**src/rtl/exti_pkg.sv**
```systemverilog
package exti_pkg;

  // Filter mode encoding shared by control and checker
  typedef enum logic [1:0] {
    MODE_PASS  = 2'b00,
    MODE_SHORT = 2'b01,
    MODE_MID   = 2'b10,
    MODE_LONG  = 2'b11
  } fltMode_e;

  // Per-channel strobes from control to datapath
  typedef struct packed {
    logic clrCnt;
    logic incCnt;
    logic takeLvl;
  } fltStrb_t;

endpackage

```
**src/rtl/exti_ctrl.sv**
```systemverilog
module exti_ctrl
  import exti_pkg::*;
#(
  parameter int NUM_IN   = 2,
  parameter int BASE_LEN = 8,
  parameter int CW       = 6
) (
  input  logic [1:0]            filtMode,
  input  logic [NUM_IN-1:0]     syncLvl,
  input  logic [NUM_IN-1:0]     filtLvl,
  input  logic [NUM_IN-1:0]     cntHit,
  output logic [CW-1:0]         holdLast,
  output fltStrb_t [NUM_IN-1:0] strb
);

  localparam logic [CW-1:0] LAST_SHORT = CW'(BASE_LEN - 1);
  localparam logic [CW-1:0] LAST_MID   = CW'(2 * BASE_LEN - 1);
  localparam logic [CW-1:0] LAST_LONG  = CW'(4 * BASE_LEN - 1);

  fltMode_e modeSel;
  logic     bypass;

  assign modeSel = fltMode_e'(filtMode);
  assign bypass  = (modeSel == MODE_PASS);

  // Last count value of the hold window for the selected mode
  always_comb begin
    case (modeSel)
      MODE_SHORT: holdLast = LAST_SHORT;
      MODE_MID:   holdLast = LAST_MID;
      MODE_LONG:  holdLast = LAST_LONG;
      default:    holdLast = '0;
    endcase
  end

  for (genvar i = 0; i < NUM_IN; i++) begin : g_chan
    always_comb begin
      strb[i] = '0;
      if (bypass) begin
        strb[i].clrCnt  = 1'b1;
        strb[i].takeLvl = (syncLvl[i] != filtLvl[i]);
      end else if (syncLvl[i] == filtLvl[i]) begin
        // bounce back or steady: restart the window
        strb[i].clrCnt = 1'b1;
      end else if (cntHit[i]) begin
        strb[i].takeLvl = 1'b1;
        strb[i].clrCnt  = 1'b1;
      end else begin
        strb[i].incCnt = 1'b1;
      end
    end
  end

endmodule

```
**src/rtl/exti_dp.sv**
```systemverilog
module exti_dp
  import exti_pkg::*;
#(
  parameter int                NUM_IN   = 2,
  parameter int                CW       = 6,
  parameter logic [NUM_IN-1:0] IDLE_LVL = '1
) (
  input  logic                  clk,
  input  logic                  rstN,
  input  logic [NUM_IN-1:0]     pinRaw,
  input  logic [NUM_IN-1:0]     edgeRise,
  input  fltStrb_t [NUM_IN-1:0] strb,
  input  logic [CW-1:0]         holdLast,
  output logic [NUM_IN-1:0]     syncLvl,
  output logic [NUM_IN-1:0]     filtLvl,
  output logic [NUM_IN-1:0]     cntHit,
  output logic [NUM_IN-1:0]     evtOut
);

  for (genvar i = 0; i < NUM_IN; i++) begin : g_chan
    logic          metaQ;
    logic          syncQ;
    logic [CW-1:0] holdCnt;
    logic          filtQ;
    logic          filtD;

    // Two-flop synchronizer
    always_ff @(posedge clk or negedge rstN) begin
      if (!rstN) begin
        metaQ <= IDLE_LVL[i];
        syncQ <= IDLE_LVL[i];
      end else begin
        metaQ <= pinRaw[i];
        syncQ <= metaQ;
      end
    end

    // Hold counter
    always_ff @(posedge clk or negedge rstN) begin
      if (!rstN) begin
        holdCnt <= '0;
      end else if (strb[i].clrCnt) begin
        holdCnt <= '0;
      end else if (strb[i].incCnt) begin
        holdCnt <= holdCnt + 1'b1;
      end
    end

    // Filtered level and its delayed copy
    always_ff @(posedge clk or negedge rstN) begin
      if (!rstN) begin
        filtQ <= IDLE_LVL[i];
        filtD <= IDLE_LVL[i];
      end else begin
        if (strb[i].takeLvl) filtQ <= syncQ;
        filtD <= filtQ;
      end
    end

    assign syncLvl[i] = syncQ;
    assign filtLvl[i] = filtQ;
    assign cntHit[i]  = (holdCnt >= holdLast);
    assign evtOut[i]  = edgeRise[i] ? (filtQ & ~filtD) : (~filtQ & filtD);
  end

endmodule

```
**src/rtl/exti_deglitch.sv**
```systemverilog
module exti_deglitch
  import exti_pkg::*;
#(
  parameter int                NUM_IN   = 2,
  parameter int                BASE_LEN = 8,
  parameter logic [NUM_IN-1:0] IDLE_LVL = '1
) (
  input  logic              clk,
  input  logic              rstN,
  input  logic [NUM_IN-1:0] pinRaw,
  input  logic [1:0]        filtMode,
  input  logic [NUM_IN-1:0] edgeRise,
  output logic [NUM_IN-1:0] lvlOut,
  output logic [NUM_IN-1:0] evtOut
);

  localparam int CW = $clog2(4 * BASE_LEN + 1);

  fltStrb_t [NUM_IN-1:0] strb;
  logic [NUM_IN-1:0]     syncLvl;
  logic [NUM_IN-1:0]     filtLvl;
  logic [NUM_IN-1:0]     cntHit;
  logic [CW-1:0]         holdLast;

  exti_ctrl #(
    .NUM_IN  (NUM_IN),
    .BASE_LEN(BASE_LEN),
    .CW      (CW)
  ) u_ctrl (
    .filtMode(filtMode),
    .syncLvl (syncLvl),
    .filtLvl (filtLvl),
    .cntHit  (cntHit),
    .holdLast(holdLast),
    .strb    (strb)
  );

  exti_dp #(
    .NUM_IN  (NUM_IN),
    .CW      (CW),
    .IDLE_LVL(IDLE_LVL)
  ) u_dp (
    .clk     (clk),
    .rstN    (rstN),
    .pinRaw  (pinRaw),
    .edgeRise(edgeRise),
    .strb    (strb),
    .holdLast(holdLast),
    .syncLvl (syncLvl),
    .filtLvl (filtLvl),
    .cntHit  (cntHit),
    .evtOut  (evtOut)
  );

  assign lvlOut = filtLvl;

endmodule

```
**config.mk**
```make
export PLATFORM = sky130hd
export DESIGN_NAME = exti_deglitch
export DESIGN_NICKNAME = d
export VERILOG_FILES = /design/src/rtl/exti_pkg.sv /design/src/rtl/exti_ctrl.sv /design/src/rtl/exti_dp.sv /design/src/rtl/exti_deglitch.sv
export SDC_FILE = /design/constraint.sdc
export NUM_CORES = 1
export LEC_CHECK = 0
export BUFFER_PORTS_ARGS = -buffer_cell sky130_fd_sc_hd__buf_4
export CORE_UTILIZATION = 50
export CTS_CLUSTER_SIZE = 24
export DETAILED_ROUTE_END_ITERATION = 8
export GPL_TIMING_DRIVEN = 0
export PLACE_DENSITY = 0.66
export SLEW_MARGIN = 20
export SYNTH_ARGS = -nofsm -noshare
export SYNTH_HDL_FRONTEND = slang
export SYNTH_HIERARCHICAL = 1
export SYNTH_SLANG_ARGS = --single-unit
```
**constraint.sdc**
```tcl
create_clock -name clk -period 3.3 [get_ports clk]
set_clock_uncertainty 0.15 [all_clocks]
set_input_delay 0.66 -clock clk [delete_from_list [all_inputs] [get_ports clk]]
set_output_delay 0.66 -clock clk [all_outputs]
set_load 0.005 [all_outputs]
```
Word level (Yosys, flattened, before mapping)
Cells that the tools add are included.
{"block": "op_classes", "add_sub_neg": 2, "n_lt_le_gt_ge": 2, "eq_ne": 7, "muxes": 21, "n_bitwise": 8, "n_reduce_logical": 3}
{"operator": "two-way mux 6 bit", "n": 4}
{"operator": "one-hot mux 5 bit (3 select lines)", "n": 1}
{"operator": "two-way mux 1 bit", "n": 14}
{"operator": "adder 6 x 1 -> 6 bit (second input constant)", "n": 2}
{"operator": "greater-or-equal comparator 6 x 5 -> 1 bit", "n": 2}
{"operator": "bitwise AND 1 bit", "n": 4}
{"operator": "equality test 2 bit (second input constant)", "n": 2}
{"operator": "two-way mux 2 bit", "n": 2}
{"operator": "NOT 1 bit", "n": 4}
{"operator": "nonzero test 2 bit", "n": 2}
{"operator": "equality test 1 bit", "n": 2}
{"operator": "equality test 2 x 1 -> 1 bit (second input constant)", "n": 1}
{"operator": "zero test 2 bit", "n": 1}
{"operator": "inequality test 1 bit", "n": 2}
{"block": "totals", "regBits": 20, "input_bits": 8, "output_inout_bits": 4}

Longest topological paths before layout
Gate-level depths: netlist (run 1).
{"block": "logic_depth", "word_depth": 8, "depth_mapped": 13}

Cells and area by module
The synthesis (run 1) kept the hierarchy.
{"mod": "exti_dp", "instances": 1, "cells_per_inst": 105, "area_each_um2": 1099.8, "seq_area_each_um2": 510.5}
{"mod": "exti_ctrl", "instances": 1, "cells_per_inst": 16, "area_each_um2": 106.4, "seq_area_each_um2": 0.0}

Worst setup path before layout (run 1)
No wires, ideal clock.
{"block": "synth_timing", "kind": "input port to flip-flop", "start": "input port filtMode[1]", "end": "register u_dp.g_chan[0].holdCnt[5]", "arrival_time_ns": 2.953, "slack_ns": 0.120, "cell_stages": 12, "n_path_buf": 1, "path_cell_list": "nor2_2 -> inv_1 -> buf_4 -> inv_1 -> ha_1 -> a21o_1 -> a31oi_1 -> o21ai_0 -> nor3_1 -> nand4_2 -> or3_1 -> a21oi_1"}
{"element": "start: declaration", "line": "exti_deglitch.sv:11", "text": "input logic [1:0] filtMode,"}
{"element": "end signal: assignment", "line": "exti_dp.sv:45", "text": "holdCnt <= holdCnt + 1'b1;"}
{"element": "end: declaration", "line": "exti_dp.sv:23", "text": "logic [CW-1:0] holdCnt;"}

==> flow_summary.yaml, run 1 <==
status:
  status: "complete, no violations"
die:
  die_x_um: 51.1
  io_pins: 12
  coreArea_mm2: 0.00223
  die_h_um: 51.1
  dieArea_mm2: 0.00261
  start_util: 0.540
  rows: 17
clock_network:
  numCtsBuffers: 3
  clkSlewWorstSetupHoldPaths_ns: 0.11
  clockRootBuffer: "clkbuf_4"
  clockBufferDepth: 2
  ctsHoldBuffers: 0
  clock_sinks: 20
  cts_tree: "yes"
  htree_levels: 1
  worst_skew_pair.late_latency_ns: 0.29
drt:
  wl_per_cell_um: 11.5
  vias: 852
  route.detailed.drc: 0
  first_pass_iters: 4
  drt-total-wl_um: 1900
  drt-initial-drc-count: 8
  avgViaCountPerCell: 5.16
  route.antenna.remaining_nets: 0
logic_synthesis:
  synth_top_cell_area_share: 0.249
  syn-cell-area_mm2: 0.00121
  syn_inst: 121
  synth_edf_count: 0
  synth_common_cells: "ha_1, dfrtp_1, nor2_1"
  synthFlopType: "dfrtp_1"
  seq_area_frac_synth: 0.423
  synthArstFlopShare: 1.00
  synth.avg_cell_area_um2: 9.97
  ys_types: 28
  synth_area_leader_cell: "dfrtp_1"
  synth-seq-cells: 20
  syn-num-nets: 143
  synth_most_common_cell: "ha_1"
  yosys-top-cells-area: "dfrtp_1, dfstp_2, ha_1"
  yosys_warnings: 6
worst_hold_path:
  hp-class: "input port to async pin"
global_route:
  grt_overflow: 0
  grt_use_total: 0.180
  grt_max_degree: 21
  antenna_found_initial: 0
  grt_pass1_vias: 840
  grt_pass1_wl_um: 3460
pwr:
  p_leak_nw: 0.700
  p_seq_frac: 0.472
  clock_power_share: 0.153
  power.density_mw_per_mm2: 533
  ir_drop_mv: 0.393
  p_int_w: 0.000499
  sw_frac_of_total: 0.314
  power_w: 0.000728
  power.net_switching_w: 0.000229
  combPwrFrac: 0.375
critical_path:
  cp_max_fo: 7
  startpoint_type: "input port"
  crit_path_end_kind: "flop"
  path_class: "input port to flop"
  arrival_ns: 3.14
  cp.required_ns: 3.37
  reg2reg_setup_slack_ns: 0.83
place:
  hpwlAfterDp_um: 1450
  gp_congestion: 0.767
  io_buffers: 11
  dpl.cell_count: 160
timing:
  final_max_slew_viol_count: 0
  final.period_utilization: 0.931
  hold_viol_final: 0
  fin_crit_ns: 3.07
  clock.fmax_mhz: 326
  rsz0062_at_grt: "false"
  final.setup.tns_ns: 0
  setup_viol: 0
final_layout:
  n_antenna_cell: 0
  stdcell_count: 165
  fin_nets: 161
  area_growth_pct: 13.3
  final_layout_size_suffix_gt1_frac: 0.277
job:
  drv_cap: 0
-- cells in the final DEF (no fill, tap or decap), drive strengths merged --
master  netlist  layout
a21o          4       4
a21oi         4       4
a31oi         2       2
and2          1       1
buf           8      21
clkbuf        1       4
conb          1       1
dfrtp        12      12
dfstp         8       8
ha           14      14
inv           8       8
mux2          2       2
mux2i         2       2
nand2         7       7
nand2b        2       2
nand3         4       4
nand4         4       4
nor2         13      13
nor3          2       2
o21ai         6       6
o21ba         2       2
or3           4       4
xnor2         4       4
xor2          6       6
-- worst max-delay path, stage by stage --
cell	delay, ns
buf_4	0.12
nor2_2	0.26
inv_1	0.14
buf_4	0.15
inv_1	0.08
ha_1	0.25
a21o_1	0.15
a31oi_1	0.15
o21ai_0	0.18
nor3_1	0.20
buf_2	0.20
nand3_1	0.10
or3_1	0.35
a21oi_1	0.14
-- cells by family after synthesis --
group           after synthesis  synth area share
compound gates               18            0.0934
xor+xnor                     10            0.0726
fa+ha+maj                    14             0.145
buf+inv                      17            0.0757
flops                        20             0.423
mux                           4            0.0353
other cells                   1           0.00311
simple gates                 37             0.151
-- path summary, 6_finish.rpt --
path	start	end	depth (start not counted)
setup / recovery	filtMode[1]	u_dp/g_chan[1].holdCnt[5]	14
hold / removal	rstN	u_dp/g_chan[0].holdCnt[5]	1
setup reg to reg	u_dp/g_chan[1].holdCnt[0]	u_dp/g_chan[1].holdCnt[5]	10
hold reg to reg	u_dp/g_chan[1].metaQ	u_dp/g_chan[1].syncQ	0
max in group asynchronous	rstN	u_dp/g_chan[1].metaQ	1
min in group clk	u_dp/g_chan[1].metaQ	u_dp/g_chan[1].syncQ	0
-- timing repair --
action	in CTS	in global routing
pin swaps	0	1
gates resized for setup	1	0
buffers inserted	0	2
endpoints found under the setup margin	1	1
-- state kept, by name, summed over array words and instances, names as in the netlist --
register and count:
u_dp/g_chan.syncQ 2, u_dp/g_chan.holdCnt 12, u_dp/g_chan.filtQ 2, u_dp/g_chan.filtD 2
u_dp/g_chan.metaQ 2
-- final cells by class --
class / count / area, um2
fillers: 194 / 867
multi-input cells: 84 / 609
flip-flops and latches: 20 / 510
repair buffers: 13 / 97.6
plain buffers: 9 / 61.3
well taps: 28 / 35.0
inverters: 8 / 30.0
clock buffers: 3 / 22.5
-- metal layers --
layer  GRT usage  part of all wire  wire length [um]  vias to the layer above
met4       0.102             0.016                30                        0
met3      0.0179             0.040                75                        4
met5           0                 0                 0                        -
met2       0.285              0.48               908                       21
li1            -                 -                 -                      436
met1       0.238              0.47               883                      391
-- metrics by stage --
stage	cell area [um2]	utilization	hold WS [ns]	setup WS, ns
after floorplan	1210	-	0.195	0.120
after global placement	1320	0.593	0.198	-0.325
after detailed placement	1320	0.593	0.197	-0.381
after CTS	1350	0.605	0.0687	0.0968
after global routing	1370	0.612	0.0748	0.00860
final	1370	0.612	0.0693	0.228
-- power groups by stage --
stage	logic [W]	registers [W]	clock network, W
final	0.000273	0.000343	0.000112
after global routing	0.000310	0.000352	0.000126
after CTS	0.000259	0.000345	0.000119
after detailed placement	0.000256	0.000349	0
after global placement	0.000249	0.000347	0
after floorplan	0.000182	0.000339	0
Power figures use the tool's default switching activity.
==> run 2: changes to the inputs <==
--- a/config.mk
+++ b/config.mk
@@ -11,6 +11,7 @@
 export DETAILED_ROUTE_END_ITERATION = 8
 export GPL_TIMING_DRIVEN = 0
 export PLACE_DENSITY = 0.66
+export RECOVER_POWER = 25
 export SLEW_MARGIN = 20
 export SYNTH_ARGS = -nofsm -noshare
 export SYNTH_HDL_FRONTEND = slang
==> flow_summary.yaml, run 2 (same netlist as run 1, synthesis figures left out) <==
status:
  status: "complete, no violations"
drt:
  route.antenna.remaining_nets: 0
  vias: 852
  route.detailed.drc: 0
  drt-initial-drc-count: 8
  wl_per_cell_um: 11.5
  avgViaCountPerCell: 5.16
  drt-total-wl_um: 1900
  first_pass_iters: 4
final_layout:
  final_layout_size_suffix_gt1_frac: 0.270
  fin_nets: 161
  layout_common_cells: "buf_4, ha_1, nor2_1, dfrtp_1"
  area_growth_pct: 13.0
  largest_reg_flops: 12
  regMostFlops: "u_dp/g_chan.holdCnt"
  n_antenna_cell: 0
  stdcell_count: 165
  final_common_cell: "buf_4"
timing:
  worst_pin_slew_ns: 1.05
  rsz0062_at_grt: "false"
  clock.fmax_mhz: 326
  final.period_utilization: 0.931
  final_max_slew_viol_count: 0
  hold_ws_ns: 0.215
  setup_viol: 0
  fin_crit_ns: 3.07
  relSlewSlack: 0.303
  hold_viol_final: 0
place:
  dpl.cell_count: 160
  gp_congestion: 0.767
  io_buffers: 11
  hpwlAfterDp_um: 1450
global_route:
  grt_pass1_vias: 840
  antenna_found_initial: 0
  grt_overflow: 0
  grt_pass1_wl_um: 3460
  grt_use_total: 0.180
  grt_max_degree: 21
worst_hold_path:
  min_path_cells: 0
  hp-class: "flop to flop"
  worstHoldStart: "u_dp/g_chan[1].metaQ"
critical_path:
  path_class: "input port to flop"
  cp.required_ns: 3.37
  arrival_ns: 3.14
  cp_max_fo: 7
  crit_start: "filtMode[1]"
  startpoint_type: "input port"
  r2r_cells: 10
  reg2reg_setup_slack_ns: 0.83
  crit_path_end_kind: "flop"
  r2r_end: "u_dp/g_chan[1].holdCnt[5]"
  r2r-start: "u_dp/g_chan[1].holdCnt[0]"
  setup.worst_path.end: "u_dp/g_chan[1].holdCnt[5]"
pwr:
  power.density_mw_per_mm2: 534
  p_leak_nw: 0.696
  ir_drop_mv: 0.393
  power_w: 0.000727
die:
  die_h_um: 51.1
  dieArea_mm2: 0.00261
  die_x_um: 51.1
  rows: 17
  io_pins: 12
  coreArea_mm2: 0.00223
  start_util: 0.540
clock_network:
  clkSlewWorstSetupHoldPaths_ns: 0.10
  clockRootBuffer: "clkbuf_4"
  cts_tree: "yes"
  htree_levels: 1
  clock_sinks: 20
  clockBufferDepth: 2
  ctsHoldBuffers: 0
  worst_skew_pair.late_latency_ns: 0.29
  numCtsBuffers: 3
job:
  drv_cap: 0
## run 2: changes by cell type in the layout (fill, tap and decap cells not counted)
| cell | delta |
|---|---|
| buf_4 | -1 |
| clkbuf_1 | +1 |
## run 2: how the worst min path moves through the flow
stage,slack [ns],end
finish,0.21,u_dp/g_chan[1].syncQ
floorplan,0.20,u_dp/g_chan[0].syncQ
detailed placement,0.20,u_dp/g_chan[0].syncQ
global placement,0.20,u_dp/g_chan[1].syncQ
CTS,0.07,u_dp/g_chan[0].holdCnt[5]
global route,0.22,u_dp/g_chan[1].syncQ
## run 2: layer usage
metal / track usage / wire length (um) / share of wire / vias to the layer above
met2: 0.285 / 908 / 0.48 / 21
met4: 0.102 / 30 / 0.016 / 0
met3: 0.0179 / 76 / 0.040 / 4
met5: 0 / 0 / 0 / -
met1: 0.238 / 884 / 0.47 / 391
li1: - / - / - / 436
## run 2: stage by stage
stage | cell area [um2] | setup WS, ns | util | setup TNS, ns
6_report | 1360 | 0.228 | 0.610 | 0
5_1_grt | 1360 | 0.00860 | 0.610 | 0
4_1_cts | 1350 | 0.0968 | 0.605 | 0
3_5_place_dp | 1320 | -0.381 | 0.593 | -0.717
3_3_place_gp | 1320 | -0.325 | 0.593 | -0.461
2_1_floorplan | 1210 | 0.120 | - | 0
## run 2: repair_timing
| action | 4_1_cts | 5_1_grt |
|---|---|---|
| endpoints found under the setup margin | 1 | 1 |
| pin swaps | 0 | 1 |
| setup buffers | 0 | 2 |
| resized for setup | 1 | 0 |
| gates cloned | 0 | 0 |
## run 2: layout make-up
type	instances	area (um2)
buffer	9	61.3
clock buffer	3	22.5
timing repair buffer	13	93.8
sequential	20	510
tap	28	35.0
fill	194	871
inverter	8	30.0
multi-input combinational	84	609
## run 2: where the power goes
part	leakage (nW)	total, W	internal (W)	switching, W
sequential	0.250	0.000343	0.000305	0.0000386
clock	0.0138	0.000112	0.0000425	0.0000692
combinational	0.432	0.000272	0.000152	0.000121
total	0.696	0.000727	0.000499	0.000229
## run 2: critical path: stages
cell	delay, ns
buf_4	0.12
nor2_2	0.26
inv_1	0.14
buf_4	0.15
inv_1	0.08
ha_1	0.25
a21o_1	0.15
a31oi_1	0.15
o21ai_0	0.18
nor3_1	0.20
buf_2	0.20
nand3_1	0.10
or3_1	0.35
a21oi_1	0.14
==> run 3: changes to the inputs <==
==> constraint.sdc (replaced) <==
create_clock -name clk -period 3.4 [get_ports clk]
set_clock_uncertainty 0.15 [all_clocks]
set_input_delay 0.68 -clock clk [delete_from_list [all_inputs] [get_ports clk]]
set_output_delay 0.68 -clock clk [all_outputs]
set_load 0.005 [all_outputs]
==> flow_summary.yaml, run 3 (same netlist as run 1, synthesis figures left out) <==
die:
  coreArea_mm2: 0.00223
  io_pins: 12
  dieArea_mm2: 0.00261
  die_x_um: 51.1
  rows: 17
  start_util: 0.540
  die_h_um: 51.1
critical_path:
  cp_max_fo: 7
  r2r_cells: 9
  crit_path_end_kind: "flop"
  r2r_end: "u_dp/g_chan[0].holdCnt[5]"
  reg2reg_setup_slack_ns: 0.86
  r2r-start: "u_dp/g_chan[0].holdCnt[0]"
  crit_start: "filtMode[1]"
  arrival_ns: 3.23
  setup.worst_path.end: "u_dp/g_chan[0].holdCnt[5]"
  startpoint_type: "input port"
  path_class: "input port to flop"
  cp.required_ns: 3.48
clock_network:
  ctsHoldBuffers: 0
  numCtsBuffers: 3
  clock_sinks: 20
  worst_skew_pair.late_latency_ns: 0.29
  cts_tree: "yes"
  clockRootBuffer: "clkbuf_4"
  htree_levels: 1
  clockBufferDepth: 2
  post_cts_buffers: 0
  clkSlewWorstSetupHoldPaths_ns: 0.11
global_route:
  met3_usage: 0.0179
  grt_pass1_wl_um: 3460
  grt_pass1_vias: 840
  grt_overflow: 0
  grt_use_total: 0.180
  grtUsageMet2: 0.285
  top_usage_layer: "met2"
  grt_max_degree: 21
  met1_usage: 0.238
  antenna_found_initial: 0
timing:
  rsz0062_at_grt: "false"
  final.period_utilization: 0.928
  setup_viol: 0
  hold_ws_ns: 0.215
  clock.fmax_mhz: 317
  final_max_slew_viol_count: 0
  hold_viol_final: 0
  fin_crit_ns: 3.15
  worst_pin_slew_ns: 1.08
  relSlewSlack: 0.281
drt:
  route.detailed.drc: 0
  drt-initial-drc-count: 7
  drt-total-wl_um: 1890
  vias: 841
  avgViaCountPerCell: 5.16
  first_pass_iters: 4
  wl_per_cell_um: 11.6
  route.antenna.remaining_nets: 0
final_layout:
  largest_reg_flops: 12
  regMostFlops: "u_dp/g_chan.holdCnt"
  area_growth_pct: 11.7
  final_layout_size_suffix_gt1_frac: 0.259
  fillCellCount: 198
  fin_nets: 159
  final_common_cell: "buf_4"
  design_area_mm2: 0.00135
  layout_common_cells: "buf_4, ha_1, nor2_1, dfrtp_1"
  n_antenna_cell: 0
  stdcell_count: 163
pwr:
  power.density_mw_per_mm2: 512
  power_w: 0.000689
  p_leak_nw: 0.686
  ir_drop_mv: 0.381
place:
  place_area_mm2: 0.00132
  hpwlAfterDp_um: 1450
  io_buffers: 11
  dpl.cell_count: 160
  gp_congestion: 0.767
status:
  status: "complete, no violations"
job:
  drv_cap: 0
worst_hold_path:
  hp-class: "flop to flop"
run 3: worst max-delay path: stages:
cell and delay [ns]:
buf_4 0.12, nor2_2 0.26, inv_1 0.14, buf_4 0.15
inv_1 0.08, ha_1 0.25, a21o_1 0.15, a31oi_1 0.15
o21ai_0 0.19, nor3_2 0.36, nand4_2 0.18, or3_1 0.37
a21oi_1 0.14
run 3: power breakdown:
group | internal, W | leakage [nW] | switching (W) | total, W
combinational | 0.000134 | 0.422 | 0.000114 | 0.000248
sequential | 0.000296 | 0.250 | 0.0000375 | 0.000333
clock | 0.0000412 | 0.0138 | 0.0000670 | 0.000108
total | 0.000471 | 0.686 | 0.000218 | 0.000689
run 3: per-stage QoR:
step | setup slack [ns] | TNS [ns] | utilization
global placement | -0.245 | -0.246 | 0.593
floorplan | 0.200 | 0 | -
finish | 0.245 | 0 | 0.603
CTS | 0.177 | 0 | 0.605
global route | 0.0296 | 0 | 0.603
detailed placement | -0.301 | -0.345 | 0.593
run 3: area by class of cell:
| type | count | area, um2 | area share |
|---|---|---|---|
| Timing Repair Buffer | 11 | 78.8 | 0.0585 |
| Clock buffer | 3 | 22.5 | 0.0167 |
| Inverter | 8 | 30.0 | 0.0223 |
| Sequential cell | 20 | 510 | 0.379 |
| Multi-Input combinational cell | 84 | 609 | 0.452 |
| Buffer | 9 | 61.3 | 0.0455 |
| Tap cell | 28 | 35.0 | 0.0260 |
run 3: how the worst min path moves through the flow:
stage | to | cells past startpoint | from
2_1_floorplan | u_dp/g_chan[0].syncQ | 0 | u_dp/g_chan[0].metaQ
3_3_place_gp | u_dp/g_chan[1].syncQ | 0 | u_dp/g_chan[1].metaQ
3_5_place_dp | u_dp/g_chan[0].syncQ | 0 | u_dp/g_chan[0].metaQ
4_1_cts | u_dp/g_chan[0].holdCnt[5] | 1 | rstN
5_1_grt | u_dp/g_chan[1].syncQ | 0 | u_dp/g_chan[1].metaQ
6_report | u_dp/g_chan[1].syncQ | 0 | u_dp/g_chan[1].metaQ
run 3: routing by layer:
metal	routed length [um]	share of wire
met4	30	0.016
met1	873	0.46
met3	75	0.040
met2	908	0.48
met5	0	0
run 3: what timing repair did:
item,4_1_cts,5_1_grt
resized for setup,1,0
endpoints found under the setup margin,1,1
pin swaps,0,1
